**src/rtl/pagebuf_pkg.sv**
```systemverilog
// Shared types for the page write buffer.
// Assumes: one front-end event per cycle at most.
package pagebuf_pkg;

    // Transfer phase of the controller
    typedef enum logic [1:0] {
        ST_IDLE  = 2'd0,   // waiting for a device address
        ST_WADDR = 2'd1,   // write address taken, word byte next
        ST_WDATA = 2'd2,   // staging data bytes
        ST_READ  = 2'd3    // serving read requests
    } pb_state_t;

    // Pointer update selection
    typedef enum logic [1:0] {
        PTR_HOLD = 2'd0,
        PTR_LOAD = 2'd1,
        PTR_PAGE = 2'd2,   // step low bits only, wrap in page
        PTR_FULL = 2'd3    // step all bits, wrap at top of array
    } ptr_op_t;

endpackage

```
**src/rtl/pagebuf_ptr.sv**
```systemverilog
// Byte pointer register. It loads, steps inside a page, or steps across the array.
// Assumes: op is decoded by the controller with one action per cycle.
module pagebuf_ptr
    import pagebuf_pkg::*;
#(
    parameter int ADDR_W = 11,
    parameter int PAGE_W = 4
) (
    input  logic              clk,
    input  logic              rst_n,
    input  ptr_op_t           op,
    input  logic [ADDR_W-1:0] load_val,
    output logic [ADDR_W-1:0] ptr
);
    localparam logic [PAGE_W-1:0] ONE_P = PAGE_W'(1);
    localparam logic [ADDR_W-1:0] ONE_A = ADDR_W'(1);

    // Pointer update per selected operation
    always_ff @(posedge clk) begin
        if (!rst_n) begin
            ptr <= '0;
        end else begin
            case (op)
                PTR_LOAD: ptr <= load_val;
                PTR_PAGE: ptr <= {ptr[ADDR_W-1:PAGE_W], ptr[PAGE_W-1:0] + ONE_P};
                PTR_FULL: ptr <= ptr + ONE_A;
                default:  ptr <= ptr;
            endcase
        end
    end
endmodule

```
**src/rtl/pagebuf_store.sv**
```systemverilog
// Page staging buffer: one data byte and one valid flag per page offset.
// Assumes: clr and wr are never both high; clr wins if they are.
module pagebuf_store #(
    parameter int PAGE_W = 4,
    parameter int DATA_W = 8
) (
    input  logic                        clk,
    input  logic                        rst_n,
    input  logic                        clr,
    input  logic                        wr,
    input  logic [PAGE_W-1:0]           idx,
    input  logic [DATA_W-1:0]           wdata,
    output logic [(1<<PAGE_W)-1:0]      mask,
    output logic [(1<<PAGE_W)*DATA_W-1:0] data
);
    localparam int NB = 1 << PAGE_W;

    for (genvar g = 0; g < NB; g++) begin : g_slot
        logic [DATA_W-1:0] byte_q;
        logic              vld_q;

        // Capture a byte at its offset; drop validity on clear
        always_ff @(posedge clk) begin
            if (!rst_n) begin
                byte_q <= '0;
                vld_q  <= 1'b0;
            end else if (clr) begin
                vld_q  <= 1'b0;
            end else if (wr && (idx == PAGE_W'(g))) begin
                byte_q <= wdata;
                vld_q  <= 1'b1;
            end
        end

        assign mask[g] = vld_q;
        assign data[g*DATA_W +: DATA_W] = byte_q;
    end
endmodule

```
**src/rtl/pagebuf_ctrl.sv**
```systemverilog
// Transfer controller. It turns front-end events into pointer, buffer,
// commit and read actions.
// Assumes: events are mutually exclusive; if not, start > stop > dev > byte > read.
module pagebuf_ctrl
    import pagebuf_pkg::*;
#(
    parameter int ADDR_W = 11,
    parameter int DATA_W = 8,
    localparam int BLK_W = ADDR_W - DATA_W
) (
    input  logic              clk,
    input  logic              rst_n,
    input  logic              ev_start,
    input  logic              ev_stop,
    input  logic              ev_dev,
    input  logic [BLK_W-1:0]  dev_blk,
    input  logic              dev_rd,
    input  logic              ev_wbyte,
    input  logic [DATA_W-1:0] wbyte,
    input  logic              ev_rreq,
    input  logic              buf_any,
    output pb_state_t         st,
    output ptr_op_t           ptr_op,
    output logic [ADDR_W-1:0] load_val,
    output logic              buf_wr,
    output logic              buf_clr,
    output logic              commit,
    output logic              mem_re
);
    pb_state_t        st_nx;
    logic [BLK_W-1:0] blk_q;

    // State and latched block-select bits
    always_ff @(posedge clk) begin
        if (!rst_n) begin
            st    <= ST_IDLE;
            blk_q <= '0;
        end else begin
            st <= st_nx;
            if (ev_dev && !ev_start && !ev_stop) blk_q <= dev_blk;
        end
    end

    assign load_val = {blk_q, wbyte};

    // Event decode into next state and datapath actions
    always_comb begin
        st_nx   = st;
        ptr_op  = PTR_HOLD;
        buf_wr  = 1'b0;
        buf_clr = 1'b0;
        commit  = 1'b0;
        mem_re  = 1'b0;
        if (ev_start) begin
            st_nx   = ST_IDLE;
            buf_clr = 1'b1;
        end else if (ev_stop) begin
            commit  = (st == ST_WDATA) && buf_any;
            buf_clr = 1'b1;
            st_nx   = ST_IDLE;
        end else if (ev_dev) begin
            st_nx = dev_rd ? ST_READ : ST_WADDR;
        end else if (ev_wbyte) begin
            if (st == ST_WADDR) begin
                ptr_op = PTR_LOAD;
                st_nx  = ST_WDATA;
            end else if (st == ST_WDATA) begin
                buf_wr = 1'b1;
                ptr_op = PTR_PAGE;
            end
        end else if (ev_rreq && (st == ST_READ)) begin
            mem_re = 1'b1;
            ptr_op = PTR_FULL;
        end
    end
endmodule

```
**src/rtl/pagebuf_top.sv**
```systemverilog
// Page write buffer and address pointer for a paged byte array.
// It stages write bytes, issues one commit per write on stop, and
// serves reads through a one-cycle synchronous read port.
// Assumes: the array returns mem_rdata one cycle after mem_re.
module pagebuf_top
    import pagebuf_pkg::*;
#(
    parameter int ADDR_W = 11,
    parameter int PAGE_W = 4,
    parameter int DATA_W = 8,
    localparam int BLK_W  = ADDR_W - DATA_W,
    localparam int NB     = 1 << PAGE_W,
    localparam int PGN_W  = ADDR_W - PAGE_W
) (
    input  logic                 clk,
    input  logic                 rst_n,
    input  logic                 ev_start,
    input  logic                 ev_stop,
    input  logic                 ev_dev,
    input  logic [BLK_W-1:0]     dev_blk,
    input  logic                 dev_rd,
    input  logic                 ev_wbyte,
    input  logic [DATA_W-1:0]    wbyte,
    input  logic                 ev_rreq,
    input  logic [DATA_W-1:0]    mem_rdata,
    output logic                 mem_re,
    output logic [ADDR_W-1:0]    mem_raddr,
    output logic                 rd_valid,
    output logic [DATA_W-1:0]    rd_data,
    output logic                 cm_valid,
    output logic [PGN_W-1:0]     cm_page,
    output logic [NB-1:0]        cm_mask,
    output logic [NB*DATA_W-1:0] cm_data,
    output logic [ADDR_W-1:0]    ptr_out
);
    pb_state_t            st;
    ptr_op_t              ptr_op;
    logic [ADDR_W-1:0]    load_val;
    logic                 buf_wr, buf_clr, commit;
    logic [NB-1:0]        buf_mask;
    logic [NB*DATA_W-1:0] buf_data;

    pagebuf_ctrl #(.ADDR_W(ADDR_W), .DATA_W(DATA_W)) u_ctrl (
        .clk(clk), .rst_n(rst_n),
        .ev_start(ev_start), .ev_stop(ev_stop), .ev_dev(ev_dev),
        .dev_blk(dev_blk), .dev_rd(dev_rd),
        .ev_wbyte(ev_wbyte), .wbyte(wbyte), .ev_rreq(ev_rreq),
        .buf_any(|buf_mask),
        .st(st), .ptr_op(ptr_op), .load_val(load_val),
        .buf_wr(buf_wr), .buf_clr(buf_clr), .commit(commit), .mem_re(mem_re)
    );

    pagebuf_ptr #(.ADDR_W(ADDR_W), .PAGE_W(PAGE_W)) u_ptr (
        .clk(clk), .rst_n(rst_n), .op(ptr_op), .load_val(load_val), .ptr(ptr_out)
    );

    pagebuf_store #(.PAGE_W(PAGE_W), .DATA_W(DATA_W)) u_store (
        .clk(clk), .rst_n(rst_n), .clr(buf_clr), .wr(buf_wr),
        .idx(ptr_out[PAGE_W-1:0]), .wdata(wbyte),
        .mask(buf_mask), .data(buf_data)
    );

    assign mem_raddr = ptr_out;
    assign rd_data   = mem_rdata;

    // Commit request register, captured before the buffer clears
    always_ff @(posedge clk) begin
        if (!rst_n) begin
            cm_valid <= 1'b0;
            cm_page  <= '0;
            cm_mask  <= '0;
            cm_data  <= '0;
        end else begin
            cm_valid <= commit;
            if (commit) begin
                cm_page <= ptr_out[ADDR_W-1:PAGE_W];
                cm_mask <= buf_mask;
                cm_data <= buf_data;
            end
        end
    end

    // Read-valid follows the array read by one cycle
    always_ff @(posedge clk) begin
        if (!rst_n) rd_valid <= 1'b0;
        else        rd_valid <= mem_re;
    end
endmodule

```
**config.mk**
```make
export PLATFORM = sky130hd
export DESIGN_NAME = pagebuf_top
export DESIGN_NICKNAME = d
export VERILOG_FILES = /design/src/rtl/pagebuf_pkg.sv /design/src/rtl/pagebuf_ptr.sv /design/src/rtl/pagebuf_store.sv /design/src/rtl/pagebuf_ctrl.sv /design/src/rtl/pagebuf_top.sv
export SDC_FILE = /design/constraint.sdc
export NUM_CORES = 1
export LEC_CHECK = 0
export ABC_CLOCK_PERIOD_IN_PS = 1400
export BUFFER_PORTS_ARGS = -buffer_cell sky130_fd_sc_hd__buf_2
export CAP_MARGIN = 20
export CORE_UTILIZATION = 40
export DETAILED_ROUTE_END_ITERATION = 12
export GPL_ROUTABILITY_DRIVEN = 0
export HOLD_SLACK_MARGIN = 0.02
export SETUP_SLACK_MARGIN = 0.1
export SLEW_MARGIN = 30
export SYNTH_ARGS = -nofsm -noshare
export SYNTH_HDL_FRONTEND = slang
export SYNTH_SLANG_ARGS = --single-unit
```
**constraint.sdc**
```tcl
create_clock -name clk -period 1.4 [get_ports clk]
set_input_delay 0.21 -clock clk [delete_from_list [all_inputs] [get_ports clk]]
set_output_delay 0.21 -clock clk [all_outputs]
set_load 0.1 [all_outputs]
```
==> flow_metrics.env <==
export IMPL_run_status="complete, but fails checks"
export IMPL_violations="negative setup slack"
export IMPL_finalInstanceArea_um2=22000
export IMPL_synth_yosys_warnings=0
export IMPL_ir_worst_vdd_uv=779
export IMPL_post_dp_hpwl_um=22600
export IMPL_tritoncts="built"
export IMPL_switching_share_pct=22.0
export IMPL_die_width_um=176
export IMPL_ioPinCount=211
export IMPL_postPlaceCellArea_um2=14900
export IMPL_critical_path_slowest_cell="sky130_fd_sc_hd__dfxtp_4"
export IMPL_wl_per_cell_um=23.5
export IMPL_dpl_cell_count=1898
export IMPL_grt_pass1_wl_um=67100
export IMPL_power_density_nw_per_um2=864
export IMPL_worst_slack_ns=-0.442
export IMPL_ys_flop_type="sky130_fd_sc_hd__dfxtp_1"
export IMPL_mapped_avg_cell_area_um2=8.96
export IMPL_post_synth_num_cell_types=49
export IMPL_crit_path_max_fanout=6
export IMPL_detailedRoute_firstIterationViolations=954
export IMPL_largest_net_degree_at_the_start_of_global_routing=44
export IMPL_clockRootBuffer="sky130_fd_sc_hd__clkbuf_16"
export IMPL_fin_nets=1715
export IMPL_path_cells="nor4_4 > and4_4 > buf_12 > buf_12 > buf_6 > buf_16 > o21ai_1 > a21oi_1"
export IMPL_path_depth=8
export IMPL_maxCapViolations=0
export IMPL_worst_setup_path_type="reg -> reg"
export IMPL_p_clk_share_pct=49.8
export IMPL_initial_core_util_pct=40.8
export IMPL_layout_cells_non_filler=2098
export IMPL_mappedNetlistNets=1387
export IMPL_dieArea_um2=31100
export IMPL_number_of_antenna_violations_at_the_first_check_in_global_routing=0
export IMPL_dominant_cells_by_area_after_synthesis="sky130_fd_sc_hd__dfxtp_1, sky130_fd_sc_hd__mux2i_1, sky130_fd_sc_hd__a21oi_1, sky130_fd_sc_hd__nand3_1, sky130_fd_sc_hd__o21ai_0"
export IMPL_period_needed_ns=1.84
export IMPL_clock_insertion_delay_worst_skew_ns=0.52
export IMPL_critPathBufInv=4
export IMPL_critical_path_top_cell_by_count="sky130_fd_sc_hd__buf_12"
export IMPL_groute_usage_overall_pct=28.1
export IMPL_timing_critical_path_required_ns=1.83
export IMPL_route_detailed_vias_per_inst=5.74
export IMPL_cts_sinks=313
export IMPL_hold_ws_ns=0.0794
export IMPL_total_inserted_antenna_cells=0
export IMPL_tritoncts_num_buffers=35
export IMPL_setup_worst_path_start_class="flip-flop"
export IMPL_areaGrowthSynthToFinish_pct=80.9
export IMPL_p_seq_share_pct=46.8
export IMPL_clock_fmax_mhz=543
export IMPL_leakagePower_uw=0.00847
export IMPL_hold_path_class="in -> reg"
export IMPL_worst_slew_margin_relative_to_its_limit_pct=49.2
export IMPL_worstHoldPathCells=3
export IMPL_synth_top_area_cell="sky130_fd_sc_hd__dfxtp_1"
export IMPL_r2r_cells=8
export IMPL_fp_row_count=63
export IMPL_ant_nets=0
export IMPL_syn_cell_area_um2=12200
export IMPL_drtPass1Iterations=7
export IMPL_worst_slew_pin_transition_ns=0.762
export IMPL_synth_enable_flop_cells=0
export IMPL_cp_top_family="simple AND/OR/NAND/NOR gates"
export IMPL_wirelength_um=49300
export IMPL_syn_inst=1356
export IMPL_dr_total_vias=12000
export IMPL_design_power_total_uw=19000
export IMPL_synth_seq_area_share_pct=51.6
export IMPL_endpoint_kind_of_the_worst_setup_timing_path="flip-flop"
export IMPL_route_detailed_drc=0
export IMPL_die_h_um=176
export IMPL_max_clock_skew_ns=0.0226
export IMPL_cts_path_max_buffers=3
export IMPL_cts_htree_levels=2
export IMPL_fillers=1853
export IMPL_gr_total_overflow=0
export IMPL_ys_async_sr_fraction_pct=0
export IMPL_port_buffers=194
export IMPL_p_sw_uw=4180
export IMPL_power_report_internal_total_uw=14800
export IMPL_timing_hold_violations_final=0
export IMPL_post_route_util_pct=73.8
export IMPL_cts_reportedPaths_clkPinSlew_ns=0.06
export IMPL_rsz_0062_raised_after_global_routing="true"
export IMPL_grt_pass1_vias=11400
export IMPL_worst_ep_arrival_time_ns=2.27
export IMPL_ys_ff_latch=313
export IMPL_setup_viol=380
export IMPL_combPwrFrac_pct=3.4
export IMPL_layout_drive_gt1_share_pct=57.0
export IMPL_fp_coreArea_um2=29800
export IMPL_timing_final_max_slew_violations=0
export IMPL_final_period_utilization_pct=132
export IMPL_synth_top_cell_area_share_pct=51.6
export IMPL_crit_path_max_incr_delay_ns=0.36
## final timing paths
path                           startpoint          end  slack, ns
max               u_store.g_slot[6].vld_q  cm_data[98]      -0.44
min                                 rst_n     rd_valid       0.08
max reg2reg       u_store.g_slot[6].vld_q  cm_data[98]      -0.44
min reg2reg  u_store.g_slot[10].byte_q[5]  cm_data[85]       0.45
## logic make-up (layout without fill, tap and decap cells)
| logic type | after synthesis | in the layout | share of synthesized area [%] |
|---|---|---|---|
| DFF | 313 | 313 | 51.6 |
| AOI/OAI and AO/OA | 361 | 361 | 15.5 |
| and+or+nand+nor | 360 | 360 | 14.2 |
| adders and majority gates | 4 | 4 | 0.412 |
| muxes | 128 | 128 | 10.5 |
| buffers and inverters | 187 | 539 | 7.59 |
| xor gates and xnor gates | 3 | 3 | 0.216 |
## synth_stat cells, types with 4 or more instances
cell type	n
sky130_fd_sc_hd__clkbuf_2	7
sky130_fd_sc_hd__a21oi_1	179
sky130_fd_sc_hd__nor2_1	140
sky130_fd_sc_hd__nand2_1	8
sky130_fd_sc_hd__nand4_1	19
sky130_fd_sc_hd__nor2b_1	4
sky130_fd_sc_hd__nand3_1	160
sky130_fd_sc_hd__dfxtp_1	313
sky130_fd_sc_hd__mux2i_1	128
sky130_fd_sc_hd__buf_1	14
sky130_fd_sc_hd__o21ai_1	17
sky130_fd_sc_hd__ha_1	4
sky130_fd_sc_hd__a22oi_1	4
sky130_fd_sc_hd__buf_2	37
sky130_fd_sc_hd__buf_4	21
sky130_fd_sc_hd__buf_6	10
sky130_fd_sc_hd__inv_1	24
sky130_fd_sc_hd__clkbuf_1	72
sky130_fd_sc_hd__o21ai_0	142
## layer usage
metal  wire length [um]  share of wire, %  global-route usage, %
met5                  0                 0                      0
met4               2220               4.5                   10.9
met3               3340               6.8                   4.97
met2              23900                49                   46.6
met1              19800                40                   36.3
## through the flow
step | setup WS [ns] | TNS [ns]
2_1_floorplan | -0.266 | -16.19
3_3_place_gp | -0.212 | -31.48
3_5_place_dp | -0.226 | -37.11
4_1_cts | -0.313 | -62.42
5_1_grt | -0.488 | -109.86
6_report | -0.442 | -95.38
## state kept, by name, indices dropped and copies added (netlist names), 2 cells and up
register and flops:
cm_data 128, u_store.g_slot.byte_q 128, cm_mask 16, u_store.g_slot.vld_q 16, u_ptr.ptr 11, cm_page 7, u_ctrl.blk_q 3, u_ctrl.st 2
## repair_timing
item	CTS	global route
buffers inserted	61	23
endpoints found under the hold margin	4	0
gates resized for setup	681	299
setup endpoints to repair	480	400
pin swaps	59	120
cloned	42	14
hold buffers	4	0
## layout by cell type (no fill, tap or decap), types with 8 or more instances in the layout
| cell type | n |
|---|---|
| sky130_fd_sc_hd__buf_2 | 77 |
| sky130_fd_sc_hd__nor2_1 | 138 |
| sky130_fd_sc_hd__buf_12 | 165 |
| sky130_fd_sc_hd__a21oi_2 | 131 |
| sky130_fd_sc_hd__clkbuf_16 | 50 |
| sky130_fd_sc_hd__o21ai_2 | 46 |
| sky130_fd_sc_hd__clkbuf_8 | 8 |
| sky130_fd_sc_hd__nand3_4 | 89 |
| sky130_fd_sc_hd__dfxtp_2 | 98 |
| sky130_fd_sc_hd__buf_6 | 38 |
| sky130_fd_sc_hd__buf_4 | 111 |
| sky130_fd_sc_hd__dfxtp_4 | 12 |
| sky130_fd_sc_hd__nand3_2 | 59 |
| sky130_fd_sc_hd__nand4_1 | 19 |
| sky130_fd_sc_hd__a21oi_1 | 48 |
| sky130_fd_sc_hd__nand3_1 | 12 |
| sky130_fd_sc_hd__inv_1 | 21 |
| sky130_fd_sc_hd__o21ai_1 | 106 |
| sky130_fd_sc_hd__buf_16 | 41 |
| sky130_fd_sc_hd__dfxtp_1 | 203 |
| sky130_fd_sc_hd__clkbuf_1 | 9 |
| sky130_fd_sc_hd__mux2i_1 | 125 |
## worst reg2reg max path, stage by stage, from the launching register on
cell and delay [ns]:
sky130_fd_sc_hd__dfxtp_4 0.36, sky130_fd_sc_hd__nor4_4 0.30, sky130_fd_sc_hd__and4_4 0.32, sky130_fd_sc_hd__buf_12 0.13, sky130_fd_sc_hd__buf_12 0.16, sky130_fd_sc_hd__buf_6 0.13, sky130_fd_sc_hd__buf_16 0.11, sky130_fd_sc_hd__o21ai_1 0.08
sky130_fd_sc_hd__a21oi_1 0.19
## cell type report
type	count	area [um^2]	share of cell area, %
clock buffer	55	1090	4.98
clock inverter	6	83.8	0.381
inverter	25	106	0.484
multi-input combinational	856	7270	33.1
sequential	313	6430	29.3
tap	390	488	2.22
timing repair buffer	453	6510	29.6
## power by group through the flow
stage | sequential [uW] | clock (uW) | combinational, uW
after floorplan | 9110 | 0 | 370
after global placement | 9110 | 0 | 512
after detailed placement | 9110 | 0 | 514
after CTS | 8890 | 9520 | 562
after global routing | 8890 | 9940 | 657
final | 8890 | 9460 | 641
(Power assumes the default switching activity.)
